$ cat config.mk
export PLATFORM = sky130hd
export DESIGN_NAME = dce_copy_engine
export DESIGN_NICKNAME = d
export VERILOG_FILES = /design/src/rtl/dce_pkg.sv /design/src/rtl/dce_beat_plan.sv /design/src/rtl/dce_burst_buf.sv /design/src/rtl/dce_copy_engine.sv
export SDC_FILE = /design/constraint.sdc
export NUM_CORES = 1
export LEC_CHECK = 0
export ABC_AREA = 1
export BUFFER_PORTS_ARGS = -buffer_cell sky130_fd_sc_hd__buf_4
export CAP_MARGIN = 20
export CELL_PAD_IN_SITES_DETAIL_PLACEMENT = 2
export CELL_PAD_IN_SITES_GLOBAL_PLACEMENT = 2
export CORE_ASPECT_RATIO = 0.6
export CORE_UTILIZATION = 39
export DETAILED_ROUTE_END_ITERATION = 6
export PLACE_DENSITY = 0.81
export SETUP_SLACK_MARGIN = 0.15
export SLEW_MARGIN = 20
export SYNTH_ARGS = -nofsm -noshare
export SYNTH_HDL_FRONTEND = slang
export SYNTH_SLANG_ARGS = --single-unit
$ cat constraint.sdc
create_clock -name clk_i -period 5.99 [get_ports clk_i]
set_clock_uncertainty 0.2 [all_clocks]
set_input_delay 1.4975 -clock clk_i [delete_from_list [all_inputs] [get_ports clk_i]]
set_output_delay 1.4975 -clock clk_i [all_outputs]
set_load 0.01 [all_outputs]
$ cat src/rtl/dce_pkg.sv
package dce_pkg;
  typedef enum logic [2:0] {
    ST_IDLE,
    ST_FETCH,
    ST_READ,
    ST_WRITE,
    ST_DONE
  } dce_state_e;

  localparam int unsigned DESC_SHIFT = 4;  // 16-byte descriptors
endpackage

$ cat src/rtl/dce_beat_plan.sv
module dce_beat_plan #(
  parameter int unsigned WCNT_W    = 12,
  parameter int unsigned BCNT_W    = 5,
  parameter int unsigned MAX_BURST = 16
) (
  input  logic              clk_i,
  input  logic              rst_ni,
  input  logic [WCNT_W-1:0] rem_i,
  input  logic [1:0]        sel_i,
  output logic [BCNT_W-1:0] blen_o
);
  localparam int unsigned MID_BURST = (MAX_BURST < 4) ? MAX_BURST : 4;

  logic [WCNT_W-1:0] cap;

  always_comb begin
    unique case (sel_i)
      2'd0:    cap = WCNT_W'(1);
      2'd1:    cap = WCNT_W'(MID_BURST);
      default: cap = WCNT_W'(MAX_BURST);
    endcase
    blen_o = (rem_i < cap) ? BCNT_W'(rem_i) : BCNT_W'(cap);
  end

  // final burst shortened, never beyond the remaining words
  assert_burst_fit_R5: assert property (@(posedge clk_i) disable iff (!rst_ni)
    (rem_i != '0) |-> (blen_o != '0 && WCNT_W'(blen_o) <= rem_i && blen_o <= MAX_BURST));
endmodule

$ cat src/rtl/dce_burst_buf.sv
module dce_burst_buf #(
  parameter int unsigned DEPTH = 16,
  parameter int unsigned DW    = 32,
  localparam int unsigned IW   = (DEPTH > 1) ? $clog2(DEPTH) : 1
) (
  input  logic          clk_i,
  input  logic          rst_ni,
  input  logic          wr_en_i,
  input  logic [IW-1:0] wr_idx_i,
  input  logic [DW-1:0] wr_data_i,
  input  logic [IW-1:0] rd_idx_i,
  output logic [DW-1:0] rd_data_o
);
  logic [DW-1:0] mem_q [DEPTH];

  always_ff @(posedge clk_i) begin
    if (wr_en_i) mem_q[wr_idx_i] <= wr_data_i;
  end

  assign rd_data_o = mem_q[rd_idx_i];

  // staged word is returned unchanged for the write half of the burst
  assert_stage_keep_R5: assert property (@(posedge clk_i) disable iff (!rst_ni)
    (wr_en_i ##1 (!wr_en_i && rd_idx_i == $past(wr_idx_i))) |-> rd_data_o == $past(wr_data_i));
endmodule

$ cat src/rtl/dce_copy_engine.sv
module dce_copy_engine
  import dce_pkg::*;
#(
  parameter int unsigned AW        = 32,
  parameter int unsigned IDX_W     = 6,
  parameter int unsigned DONE_BIT  = 31,
  parameter int unsigned LAST_BIT  = 30,
  parameter int unsigned MAX_BURST = 16,
  parameter int unsigned MAX_LEN   = 'h3F80
) (
  input  logic             clk_i,
  input  logic             rst_ni,
  input  logic             pending_i,
  input  logic [IDX_W-1:0] slot_i,
  input  logic [AW-1:0]    src_ring_i,
  input  logic [AW-1:0]    dst_ring_i,
  input  logic [1:0]       burst_sel_i,
  input  logic             done_wb_en_i,
  output logic             advance_o,
  output logic             seg_last_o,
  output logic             busy_o,
  output logic             mem_req_o,
  output logic             mem_we_o,
  output logic [AW-1:0]    mem_addr_o,
  output logic [31:0]      mem_wdata_o,
  input  logic             mem_ready_i,
  input  logic [31:0]      mem_rdata_i
);
  localparam int unsigned LEN_W  = 14;
  localparam int unsigned WCNT_W = $clog2(MAX_LEN / 4 + 1);
  localparam int unsigned BCNT_W = $clog2(MAX_BURST + 1);
  localparam int unsigned BIDX_W = (MAX_BURST > 1) ? $clog2(MAX_BURST) : 1;

  dce_state_e        state_q;
  logic [1:0]        fcnt_q;
  logic [IDX_W-1:0]  slot_q;
  logic [AW-1:0]     src_ptr_q, dst_ptr_q;
  logic [31:0]       dctl_q;
  logic              last_q, seg_q, adv_q;
  logic [WCNT_W-1:0] rem_q;
  logic [BCNT_W-1:0] beat_q, blen;
  logic [31:0]       stage_rd;

  logic [AW-1:0]     src_desc, dst_desc;
  logic              acc, burst_end;
  logic [LEN_W-1:0]  len_raw, len_eff;
  logic [LEN_W:0]    len_pad;
  logic [WCNT_W-1:0] words;

  assign src_desc  = src_ring_i + (AW'(slot_q) << DESC_SHIFT);
  assign dst_desc  = dst_ring_i + (AW'(slot_q) << DESC_SHIFT);
  assign acc       = mem_req_o & mem_ready_i;
  assign burst_end = (beat_q == blen - BCNT_W'(1));

  assign len_raw = mem_rdata_i[29:16];
  assign len_eff = (len_raw > LEN_W'(MAX_LEN)) ? LEN_W'(MAX_LEN) : len_raw;
  assign len_pad = {1'b0, len_eff} + (LEN_W + 1)'(3);
  assign words   = WCNT_W'(len_pad >> 2);

  dce_beat_plan #(.WCNT_W(WCNT_W), .BCNT_W(BCNT_W), .MAX_BURST(MAX_BURST)) i_plan (
    .clk_i  (clk_i),
    .rst_ni (rst_ni),
    .rem_i  (rem_q),
    .sel_i  (burst_sel_i),
    .blen_o (blen)
  );

  dce_burst_buf #(.DEPTH(MAX_BURST), .DW(32)) i_stage (
    .clk_i     (clk_i),
    .rst_ni    (rst_ni),
    .wr_en_i   (state_q == ST_READ && acc),
    .wr_idx_i  (beat_q[BIDX_W-1:0]),
    .wr_data_i (mem_rdata_i),
    .rd_idx_i  (beat_q[BIDX_W-1:0]),
    .rd_data_o (stage_rd)
  );

  always_comb begin
    mem_req_o  = (state_q != ST_IDLE);
    mem_we_o   = (state_q == ST_WRITE) || (state_q == ST_DONE);
    mem_wdata_o = (state_q == ST_DONE) ? (dctl_q | (32'd1 << DONE_BIT)) : stage_rd;
    unique case (state_q)
      ST_FETCH: mem_addr_o = (fcnt_q[1] ? dst_desc : src_desc) + (fcnt_q[0] ? AW'(4) : AW'(0));
      ST_READ:  mem_addr_o = src_ptr_q;
      ST_WRITE: mem_addr_o = dst_ptr_q;
      ST_DONE:  mem_addr_o = dst_desc + AW'(4);
      default:  mem_addr_o = '0;
    endcase
  end

  assign busy_o     = (state_q != ST_IDLE);
  assign advance_o  = adv_q;
  assign seg_last_o = adv_q & seg_q;

  always_ff @(posedge clk_i or negedge rst_ni) begin
    if (!rst_ni) begin
      state_q   <= ST_IDLE;
      fcnt_q    <= '0;
      slot_q    <= '0;
      src_ptr_q <= '0;
      dst_ptr_q <= '0;
      dctl_q    <= '0;
      last_q    <= 1'b0;
      seg_q     <= 1'b0;
      adv_q     <= 1'b0;
      rem_q     <= '0;
      beat_q    <= '0;
    end else begin
      adv_q <= 1'b0;
      unique case (state_q)
        ST_IDLE: if (pending_i && !adv_q) begin  // no restart in the advance cycle
          slot_q  <= slot_i;
          fcnt_q  <= '0;
          state_q <= ST_FETCH;
        end
        ST_FETCH: if (acc) begin
          fcnt_q <= fcnt_q + 2'd1;
          unique case (fcnt_q)
            2'd0: src_ptr_q <= mem_rdata_i;
            2'd1: begin
              rem_q  <= words;
              last_q <= mem_rdata_i[LAST_BIT];
            end
            2'd2: dst_ptr_q <= mem_rdata_i;
            default: begin
              dctl_q <= mem_rdata_i;
              beat_q <= '0;
              if (rem_q != '0) state_q <= ST_READ;
              else if (done_wb_en_i) state_q <= ST_DONE;
              else begin
                state_q <= ST_IDLE;
                adv_q   <= 1'b1;
                seg_q   <= last_q;
              end
            end
          endcase
        end
        ST_READ: if (acc) begin
          src_ptr_q <= src_ptr_q + AW'(4);
          if (burst_end) begin
            beat_q  <= '0;
            state_q <= ST_WRITE;
          end else beat_q <= beat_q + BCNT_W'(1);
        end
        ST_WRITE: if (acc) begin
          dst_ptr_q <= dst_ptr_q + AW'(4);
          if (burst_end) begin
            beat_q <= '0;
            rem_q  <= rem_q - WCNT_W'(blen);
            if (rem_q != WCNT_W'(blen)) state_q <= ST_READ;
            else if (done_wb_en_i) state_q <= ST_DONE;
            else begin
              state_q <= ST_IDLE;
              adv_q   <= 1'b1;
              seg_q   <= last_q;
            end
          end else beat_q <= beat_q + BCNT_W'(1);
        end
        ST_DONE: if (acc) begin
          state_q <= ST_IDLE;
          adv_q   <= 1'b1;
          seg_q   <= last_q;
        end
        default: state_q <= ST_IDLE;
      endcase
    end
  end

  assert_adv_pulse_R8: assert property (@(posedge clk_i) disable iff (!rst_ni)
    advance_o |=> !advance_o);

  assert_busy_end_R9: assert property (@(posedge clk_i) disable iff (!rst_ni)
    $fell(busy_o) |-> advance_o);

  assert_no_restart_R9: assert property (@(posedge clk_i) disable iff (!rst_ni)
    advance_o |=> !busy_o);

  assert_req_hold_R10: assert property (@(posedge clk_i) disable iff (!rst_ni)
    (mem_req_o && !mem_ready_i) |=>
      (mem_req_o && $stable(mem_addr_o) && $stable(mem_we_o) && $stable(mem_wdata_o)));

  assert_data_align_R3: assert property (@(posedge clk_i) disable iff (!rst_ni)
    (mem_req_o && mem_we_o) |-> (mem_addr_o[1:0] == 2'b00));
endmodule

# ---- Word level (Yosys, flattened, before mapping)
# Memory sizes are Yosys's and may differ from the RTL's.
# Index checks and enable logic that the tools add are counted.
dict set report classes {
  addsub 11
  magnitude_cmp 2
  eq_ne 23
  muxes 60
  bitwise_logic 3
  n_reduce_logical 26
}
# operator count
set ops {}
lappend ops {{2-to-1 mux 32 bit} 8}
lappend ops {{case mux 32 bit (2 select lines)} 2}
lappend ops {{case mux 32 bit (4 select lines)} 1}
lappend ops {{adder 32 x 3 -> 32 bit (second input constant)} 3}
lappend ops {{adder 32 x 10 -> 32 bit} 2}
lappend ops {{2-to-1 mux 12 bit} 4}
lappend ops {{2-to-1 mux 3 bit} 12}
lappend ops {{adder 32 x 3 -> 32 bit} 1}
lappend ops {{!= test 2 bit (second input constant)} 13}
lappend ops {{2-to-1 mux 5 bit} 5}
lappend ops {{case mux 12 bit (2 select lines)} 1}
lappend ops {{case mux 5 bit (2 select lines)} 2}
lappend ops {{2-to-1 mux 1 bit} 18}
lappend ops {{AND reduction 8 bit} 2}
lappend ops {{case mux 3 bit (5 select lines)} 1}
lappend ops {{adder 14 x 2 -> 14 bit (second input constant)} 1}
lappend ops {{greater-than comparator 14 bit (second input constant)} 1}
lappend ops {{2-to-1 mux 14 bit} 1}
lappend ops {{< comparator 12 x 5 -> 1 bit} 1}
lappend ops {{!= test 12 x 5 -> 1 bit} 1}
lappend ops {{AND reduction 4 bit} 3}
lappend ops {{nonzero test 12 bit} 1}
lappend ops {{subtractor 12 x 5 -> 12 bit} 1}
lappend ops {{AND reduction 3 bit} 3}
lappend ops {{26 further kinds} 37}
dict set report totals {
  reg_bits 126
  ram_bits 512
  in_bits 109
  out_inout_bits 69
  wordCells 137
  memories 1
}
# name depth word_bits rd rd_ports_with_merged_regs wr line_no
set mem_list {}
lappend mem_list {i_stage.mem_q 16 32 1 0 1 dce_burst_buf.sv:14} ;# logic [DW-1:0] mem_q [DEPTH];

# ---- Logic depth before layout (Yosys ltp)
# Gate-level depths: netlist (run 1).
dict set report depth {
  word_depth 9
  ltp_mapped 24
  mapped_depth_nobuf 24
}

# ---- Cells and area by module
# From an unflattened synthesis (run 1), not the netlist that was laid out.
dict set report unflattened {
  cells_unflattened 4383
  hier_area_um2 35679.2
}
# module n_inst cells_each area_each_um2 seq_area_each_um2
set by_module_without_submodules {}
lappend by_module_without_submodules {dce_burst_buf 1 2088 22089.9 15374.7}
lappend by_module_without_submodules {dce_copy_engine 1 2262 13397.8 3153.0}
lappend by_module_without_submodules {dce_beat_plan 1 33 191.4 0.0}

# ---- Worst setup path after synthesis (run 1)
# Ideal clock, no wire load.
dict set report synth_path {
  kind {in2out}
  start {input port dst_ring_i[4]}
  end {output port mem_addr_o[25]}
  arrival_time_ps 3652
  required_time_ps 4293
  slack_ps 641
  path_stages 18
  n_path_buf 0
  cell_sequence {ha_1 fa_1 nand2_1 o21a_1 inv_1 nand3_1 inv_1 nand2_1 nor2_1 inv_1 nor2_1 nand2_2 nor2_8 nand3_4 nor2_2 nand2_1 nand3_1 nand3_1}
}
dict set report synth_via {
  elab_chain_cells 4
  word_cells_on_any_way 5
  cone_classes {3 x add/sub; 2 x mux}
}
# element line_no
set synth_lines {}
lappend synth_lines {{start, declared} dce_copy_engine.sv:16} ;# input logic [AW-1:0] dst_ring_i,
lappend synth_lines {{adder 32 x 10 -> 32 bit *} dce_copy_engine.sv:51} ;# assign dst_desc = dst_ring_i + (AW'(slot_q) << DESC_SHIFT);
lappend synth_lines {{2-to-1 mux 32 bit} dce_copy_engine.sv:83} ;# ST_FETCH: mem_addr_o = (fcnt_q[1] ? dst_desc : src_desc) + (fcnt_q[0] ? AW'(4) : AW'(0));
lappend synth_lines {{adder 32 x 3 -> 32 bit} dce_copy_engine.sv:83}
lappend synth_lines {{case mux 32 bit (4 select lines) *} dce_copy_engine.sv:82} ;# unique case (state_q)
lappend synth_lines {{end, declared} dce_copy_engine.sv:24} ;# output logic [AW-1:0] mem_addr_o,
# Mark *: on every way between the ends. The rest lies on a longest branch, timed or not.

# ---- Worst setup path in the final report (run 1)
dict set report layout_path {
  start {input port dst_ring_i[4]}
  end {output port mem_addr_o[23]}
}
# The elaborated chain is that of the path after synthesis.

==> results_dict.tcl, run 1 <==
set metrics [dict create \
    start_kind "primary input" \
    reg2reg_to "dst_ptr_q[14]" \
    met2_wirelength_mm 76.0 \
    required_ps 4290 \
    remaining_drc_errors 0 \
    synth_cell_types 60 \
    slew-limit-headroom_pct 22.7 \
    dr.pass1.iters 5 \
    ctsLongestPathBuffers 3 \
    outcome "complete, but fails checks" \
    path_class "in -> out" \
    setup_violations 17 \
    p_total_uw 20100 \
    powerDensity_mw_per_mm2 490 \
    synth_area_leaders "edfxtp_1 47%, dfrtp_1 9.6%, nand2_1 8.3%" \
    root_buffer "clkbuf_16" \
    yosysSeqAreaShare_pct 56.2 \
    dr.first_iter.drc_count 4205 \
    port_buffers 177 \
    irDropWorstVdd_uv 275 \
    synth.top_cells.by_count "732 x nand2_1, 533 x nor2_1, 512 x edfxtp_1" \
    fp.dieW_um 377 \
    violations "negative setup slack" \
    drt-met1-wl_mm 72.4 \
    grt_max_degree 130 \
    place_hpwl_mm 110 \
    worst_path_max_delay_cell "fa_2" \
    h-tree-depth 3 \
    ys_ff_latch 638 \
    yosys.area.top_type "edfxtp_1" \
    wl_met3_mm 19.8 \
    drv_cap 0 \
    ios 178 \
    reg2reg_slack_ps 1580 \
    synth.most_common_cell "nand2_1" \
    grt_pass1_wl_mm 233 \
    async_flop_share_pct 19.7 \
    gp_congestion 0.956 \
    hold_path.startpoint "dctl_q[18]" \
    overflow 0 \
    rsz0062_at_grt "true" \
    die_h_um 227 \
    cts_inserted_buffers 66 \
    synth_edf_count 512 \
    hold_depth 2 \
    viasPerCell 6.37 \
    rows 82 \
    worst_slack_ps -178 \
    tritoncts "done" \
    cp_top_family "simple AND/OR/NAND/NOR gates" \
    dieArea_sq_mm 0.0857 \
    path_cells "buf_8 -> ha_4 -> fa_2 -> nand2_2 -> o21a_4 -> inv_2 -> nand3_2 -> inv_2 -> nand2_4 -> nor2_4 -> nand2_1 -> nor2_2 -> nand3_2 -> nor2_1 -> nand2_1 -> nor2_1 -> nand3_1 -> nand3_2 -> nand2_2 -> buf_4" \
    syn_inst 3697 \
    clk_latency_ps 680 \
    area_growth_pct 24.1 \
    min_period_over_period_pct 103 \
    hold_path_class "reg -> reg" \
    critPathMaxFanout 5 \
    path_clk_slew_ps 70 \
    syn_area_sq_mm 0.0330 \
    wl_per_cell_um 33.4 \
    routed_wl_mm 175 \
    n_fill_cell 8799 \
    ys.flop_type "edfxtp_1" \
    design.core.area_sq_mm 0.0836 \
    whs_ps 296 \
    grt_pass1_vias 33500 \
    slew_viol_final 0 \
    yosysTopAreaCellShare_pct 46.6 \
    max_freq_mhz 162 \
    crit_top_cell "nand3_2" \
    critPathBufInv 4 \
    synth_nets 3840 \
    ant_nets 0 \
    reg2reg_depth 12 \
    leakagePower_uw 0.0161 \
    cp-end-kind "output pin" \
    antenna_found_initial 13 \
    r2r-start "state_q[1]" \
    drive_above_1_share_pct 22.1 \
    nNetsFinal 4175 \
    worstMarginPinSlew_ps 1150 \
    track_usage_pct 37.3 \
    dr.max_layer_used "met5" \
    start_util_pct 39.4 \
    critPathArrivalTime_ps 4470 \
    cts_sinks 638 \
    syn_area_per_cell_sq_um 8.92 \
    vias 33200 \
    holdPathEnd "dctl_q[18]" \
    critPathLaunch "dst_ring_i[4]" \
    hold_viol 0 \
    final.min_clock_period_ps 6170 \
    worst_path_largest_cell_delay_ps 630 \
    ys_warn_count 0 \
]
## layer usage
layer	GRT usage, %	vias to the layer above
met1	54.2	17100
met2	55.8	2148
li1	-	13500
met4	8.98	12
met5	0	-
met3	9.19	476
## state kept, by name (all words and copies together), names as in the netlist, 2 cells and up
register / cells
beat_q: 5
dctl_q: 31
dst_ptr_q: 32
fcnt_q: 2
i_stage.mem_q: 512
rem_q: 12
slot_q: 6
src_ptr_q: 32
state_q: 3
## worst reg2reg max path, cell delays in order, from the launching register on
cell	delay (ps)
dfrtp_1	430
nor2_1	160
inv_1	60
nor2_2	70
buf_4	470
inv_1	500
nor2_2	400
nand2_1	200
nand2_1	110
buf_4	440
inv_1	650
a21oi_1	370
a32oi_1	190
## area by class of cell
cell class	count	area [sq um]	share of cell area [%]
Multi-Input combinational cell	2540	14000	34.2
Clock inverter	29	305	0.746
Sequential cell	638	18500	45.3
Antenna cell	2	5.00	0.0122
Timing Repair Buffer	429	3440	8.40
Tap cell	1134	1420	3.47
Inverter	357	1360	3.32
Clock buffer	92	1870	4.58
## power breakdown
group	switching, uW	total, uW	internal [uW]
clock	2060	4460	2400
combinational	6810	9810	3000
sequential	558	5790	5230
total	9430	20100	10600
## what timing repair did
action,in CTS,in global routing
cloned,0,0
endpoints found under the hold margin,0,0
setup endpoints to repair,24,26
hold buffers,0,0
pin swaps,39,67
resized for setup,155,225
setup buffers,18,20
## how the worst max path moves through the flow
stage	cells past startpoint	end
5_1_grt	20	mem_addr_o[22]
3_5_place_dp	20	mem_addr_o[29]
3_3_place_gp	20	mem_addr_o[31]
6_report	20	mem_addr_o[23]
4_1_cts	17	mem_addr_o[20]
2_1_floorplan	18	mem_addr_o[25]
## cell families after synthesis
family / after synthesis / share of synthesized area (%)
adder cells (fa/ha/maj): 34 / 1.34
XOR/XNOR: 12 / 0.319
AO/OA/AOI/OAI: 761 / 13.3
buffers and inverters: 519 / 6.00
AND/OR/NAND/NOR: 1715 / 22.2
flip-flops: 638 / 56.2
multiplexers: 18 / 0.607
## stage by stage
step           area, sq um  setup TNS (ps)  cells  worst slack (ps)  util [%]
4_1_cts              39800               0   5196              50.4      47.6
5_1_grt              40900           -2090   5219              -268      48.9
6_report             40900           -1120   5221              -178      48.9
3_5_place_dp         37000           -4110   5057              -341      44.2
2_1_floorplan        33000               0   3697               641         -
3_3_place_gp         37000           -2750   5057              -271      44.2
## cell usage in the layout, fill, tap and decap left out, drive strengths merged, types with 3 or more instances in the layout
cell	n
buf	429
a221oi	12
nand3	277
inv	360
nor2	561
a41oi	25
nand2	752
a21oi	86
o22ai	145
a311oi	3
edfxtp	512
a22oi	7
clkinvlp	3
o2111ai	9
o211ai	19
clkbuf	92
a31oi	19
dfrtp	126
nor3	42
nand3b	14
bufinv	4
clkinv	19
ha	32
or2	4
a32oi	11
a22o	10
nand4	51
xor2	11
mux2	16
nor4	10
o21ai	404
(Power assumes the default switching activity.)
==> inputs of run 2 (changes only) <==
--- a/config.mk
+++ b/config.mk
@@ -15,6 +15,7 @@
 export DETAILED_ROUTE_END_ITERATION = 6
 export PLACE_DENSITY = 0.81
 export SETUP_SLACK_MARGIN = 0.15
+export SKIP_CTS_REPAIR_TIMING = 1
 export SLEW_MARGIN = 20
 export SYNTH_ARGS = -nofsm -noshare
 export SYNTH_HDL_FRONTEND = slang
==> run 2 against run 1 <==
  * Critical path depth fell by 3
  * Core utilization decreased by 0.83 points
  * Count of clock-buffer cells in the layout unchanged
  * Sequential share of layout area grew 0.78 points
  * Worst hold slack worse by 0.73 ps
  * The run still ends with negative setup slack left
==> results_dict.tcl, run 2 (synthesized netlist as in run 1, its figures left out) <==
set metrics [dict create \
    largest_reg_flops 512 \
    path_cells "buf_8 -> ha_4 -> fa_2 -> nand2_1 -> o21a_1 -> nor2_2 -> nand2_1 -> nor2_4 -> nand2_2 -> nor2_2 -> nand4_1 -> nor2_2 -> nand2_1 -> o21ai_2 -> nand3_2 -> nand2_2 -> buf_4" \
    start_kind "primary input" \
    outcome "complete, but fails checks" \
    violations "negative setup slack" \
    pwr-share-seq_pct 30.0 \
    reg2reg_depth 12 \
    wl_per_cell_um 31.1 \
    reg2reg_to "dst_ptr_q[10]" \
    final.min_clock_period_ps 6120 \
    area_growth_pct 22.0 \
    seq_area_sq_mm 0.0185 \
    gp_congestion 0.956 \
    die_h_um 227 \
    whs_ps 295 \
    pwr-share-comb_pct 47.2 \
    hold_path.startpoint "dctl_q[18]" \
    grt_pass1_vias 32800 \
    worst_path_largest_cell_delay_ps 640 \
    cp_top_family "simple AND/OR/NAND/NOR gates" \
    worst_path_max_delay_cell "fa_2" \
    final_common_cell "nand2_1" \
    setup_violations 14 \
    ios 178 \
    track_usage_pct 36.6 \
    hold_depth 2 \
    placed_cells 5057 \
    vias 31900 \
    place_hpwl_mm 110 \
    drv_cap 0 \
    holdPathEnd "dctl_q[18]" \
    root_buffer "clkbuf_16" \
    drive_above_1_share_pct 19.7 \
    cp-end-kind "output pin" \
    irDropWorstVdd_uv 276 \
    netSwitchingFraction_pct 45.5 \
    p_int_uw 10500 \
    slew_viol_final 0 \
    worstMarginPinSlew_ps 1050 \
    overflow 0 \
    min_period_over_period_pct 102 \
    cts_sinks 638 \
    power_frac_clock_pct 22.8 \
    critPathArrivalTime_ps 4420 \
    routed_wl_mm 162 \
    power_switching_uw 8750 \
    path_class "in -> out" \
    worst_slack_ps -132 \
    remaining_drc_errors 0 \
    h-tree-depth 3 \
    start_util_pct 39.4 \
    critPathMaxFanout 5 \
    grt_max_degree 130 \
    r2r-start "state_q[1]" \
    reg2reg_slack_ps 1650 \
    design.core.area_sq_mm 0.0836 \
    hold_path_class "reg -> reg" \
    top_register "i_stage.mem_q" \
    port_buffers 177 \
    dr.first_iter.drc_count 3810 \
    ant_nets 0 \
    max_freq_mhz 163 \
    clk_latency_ps 650 \
    tns_ps -970 \
    path_clk_slew_ps 70 \
    grt_pass1_wl_mm 229 \
    slew-limit-headroom_pct 29.2 \
    rows 82 \
    n_fill_cell 8903 \
    multi_input_area_sq_mm 0.0135 \
    cts_inserted_buffers 66 \
    final_cell_mix "660 x nand2_1, 512 x edfxtp_1, 473 x nor2_1" \
    tritoncts "done" \
    final_cells 5197 \
    top_regs "i_stage.mem_q x512, dst_ptr_q x32, src_ptr_q x32" \
    powerDensity_mw_per_mm2 477 \
    required_ps 4290 \
    fp.dieW_um 377 \
    dieArea_sq_mm 0.0857 \
    viasPerCell 6.13 \
    rsz0062_at_grt "true" \
    dp_slack_ps -341 \
    leakagePower_uw 0.0159 \
    dr.pass1.iters 5 \
    hold_viol 0 \
    nNetsFinal 4152 \
    critPathBufInv 2 \
    ctsLongestPathBuffers 3 \
    antenna_found_initial 6 \
]
run 2: layout make-up:
class,count,area share (%)
clock inverter,29,0.759
multi-input combinational,2540,33.6
clock buffer,92,4.66
inverter,357,3.36
sequential,638,46.1
timing repair buffer,406,8.06
tap,1134,3.53
antenna,1,0.00622
run 2: worst max path at each step:
stage,start,end,slack (ps),depth (start not counted)
after global placement,dst_ring_i[4],mem_addr_o[31],-270,20
after CTS,dst_ring_i[4],mem_addr_o[28],-350,18
after detailed placement,dst_ring_i[4],mem_addr_o[29],-340,20
after floorplan,dst_ring_i[4],mem_addr_o[25],640,18
final,dst_ring_i[4],mem_addr_o[20],-130,17
after global routing,dst_ring_i[5],mem_addr_o[24],-210,21
run 2: worst reg2reg max path, delay by kind of cell (launching register included):
| family | cells | cell delay (ps) |
|---|---|---|
| and+or+nand+nor | 5 | 910 |
| DFF | 1 | 430 |
| AOI/OAI and AO/OA | 2 | 580 |
| buffers and inverters | 5 | 2030 |
run 2: per-stage QoR:
stage          total power, uW  utilization [%]  instance area, sq um
2_1_floorplan             9960                -                 33000
3_3_place_gp             13500             44.2                 37000
3_5_place_dp             13900             44.2                 37000
4_1_cts                  18400             46.8                 39100
5_1_grt                  19800             48.1                 40200
6_report                 19200             48.1                 40200
run 2: power groups by stage:
stage	Combinational, uW	Sequential (uW)	Clock, uW
floorplan	4400	5560	0
global placement	7700	5750	0
detailed placement	8110	5800	0
CTS	8290	5730	4390
global route	9510	5790	4540
finish	9070	5760	4380
run 2: per-layer routing:
metal	track usage [%]	vias up	share of wire [%]
met5	0	-	0.027
met4	8.64	8	2.2
met3	8.26	235	10
met2	54.1	1563	43
met1	54.3	16600	44
li1	-	13500	-
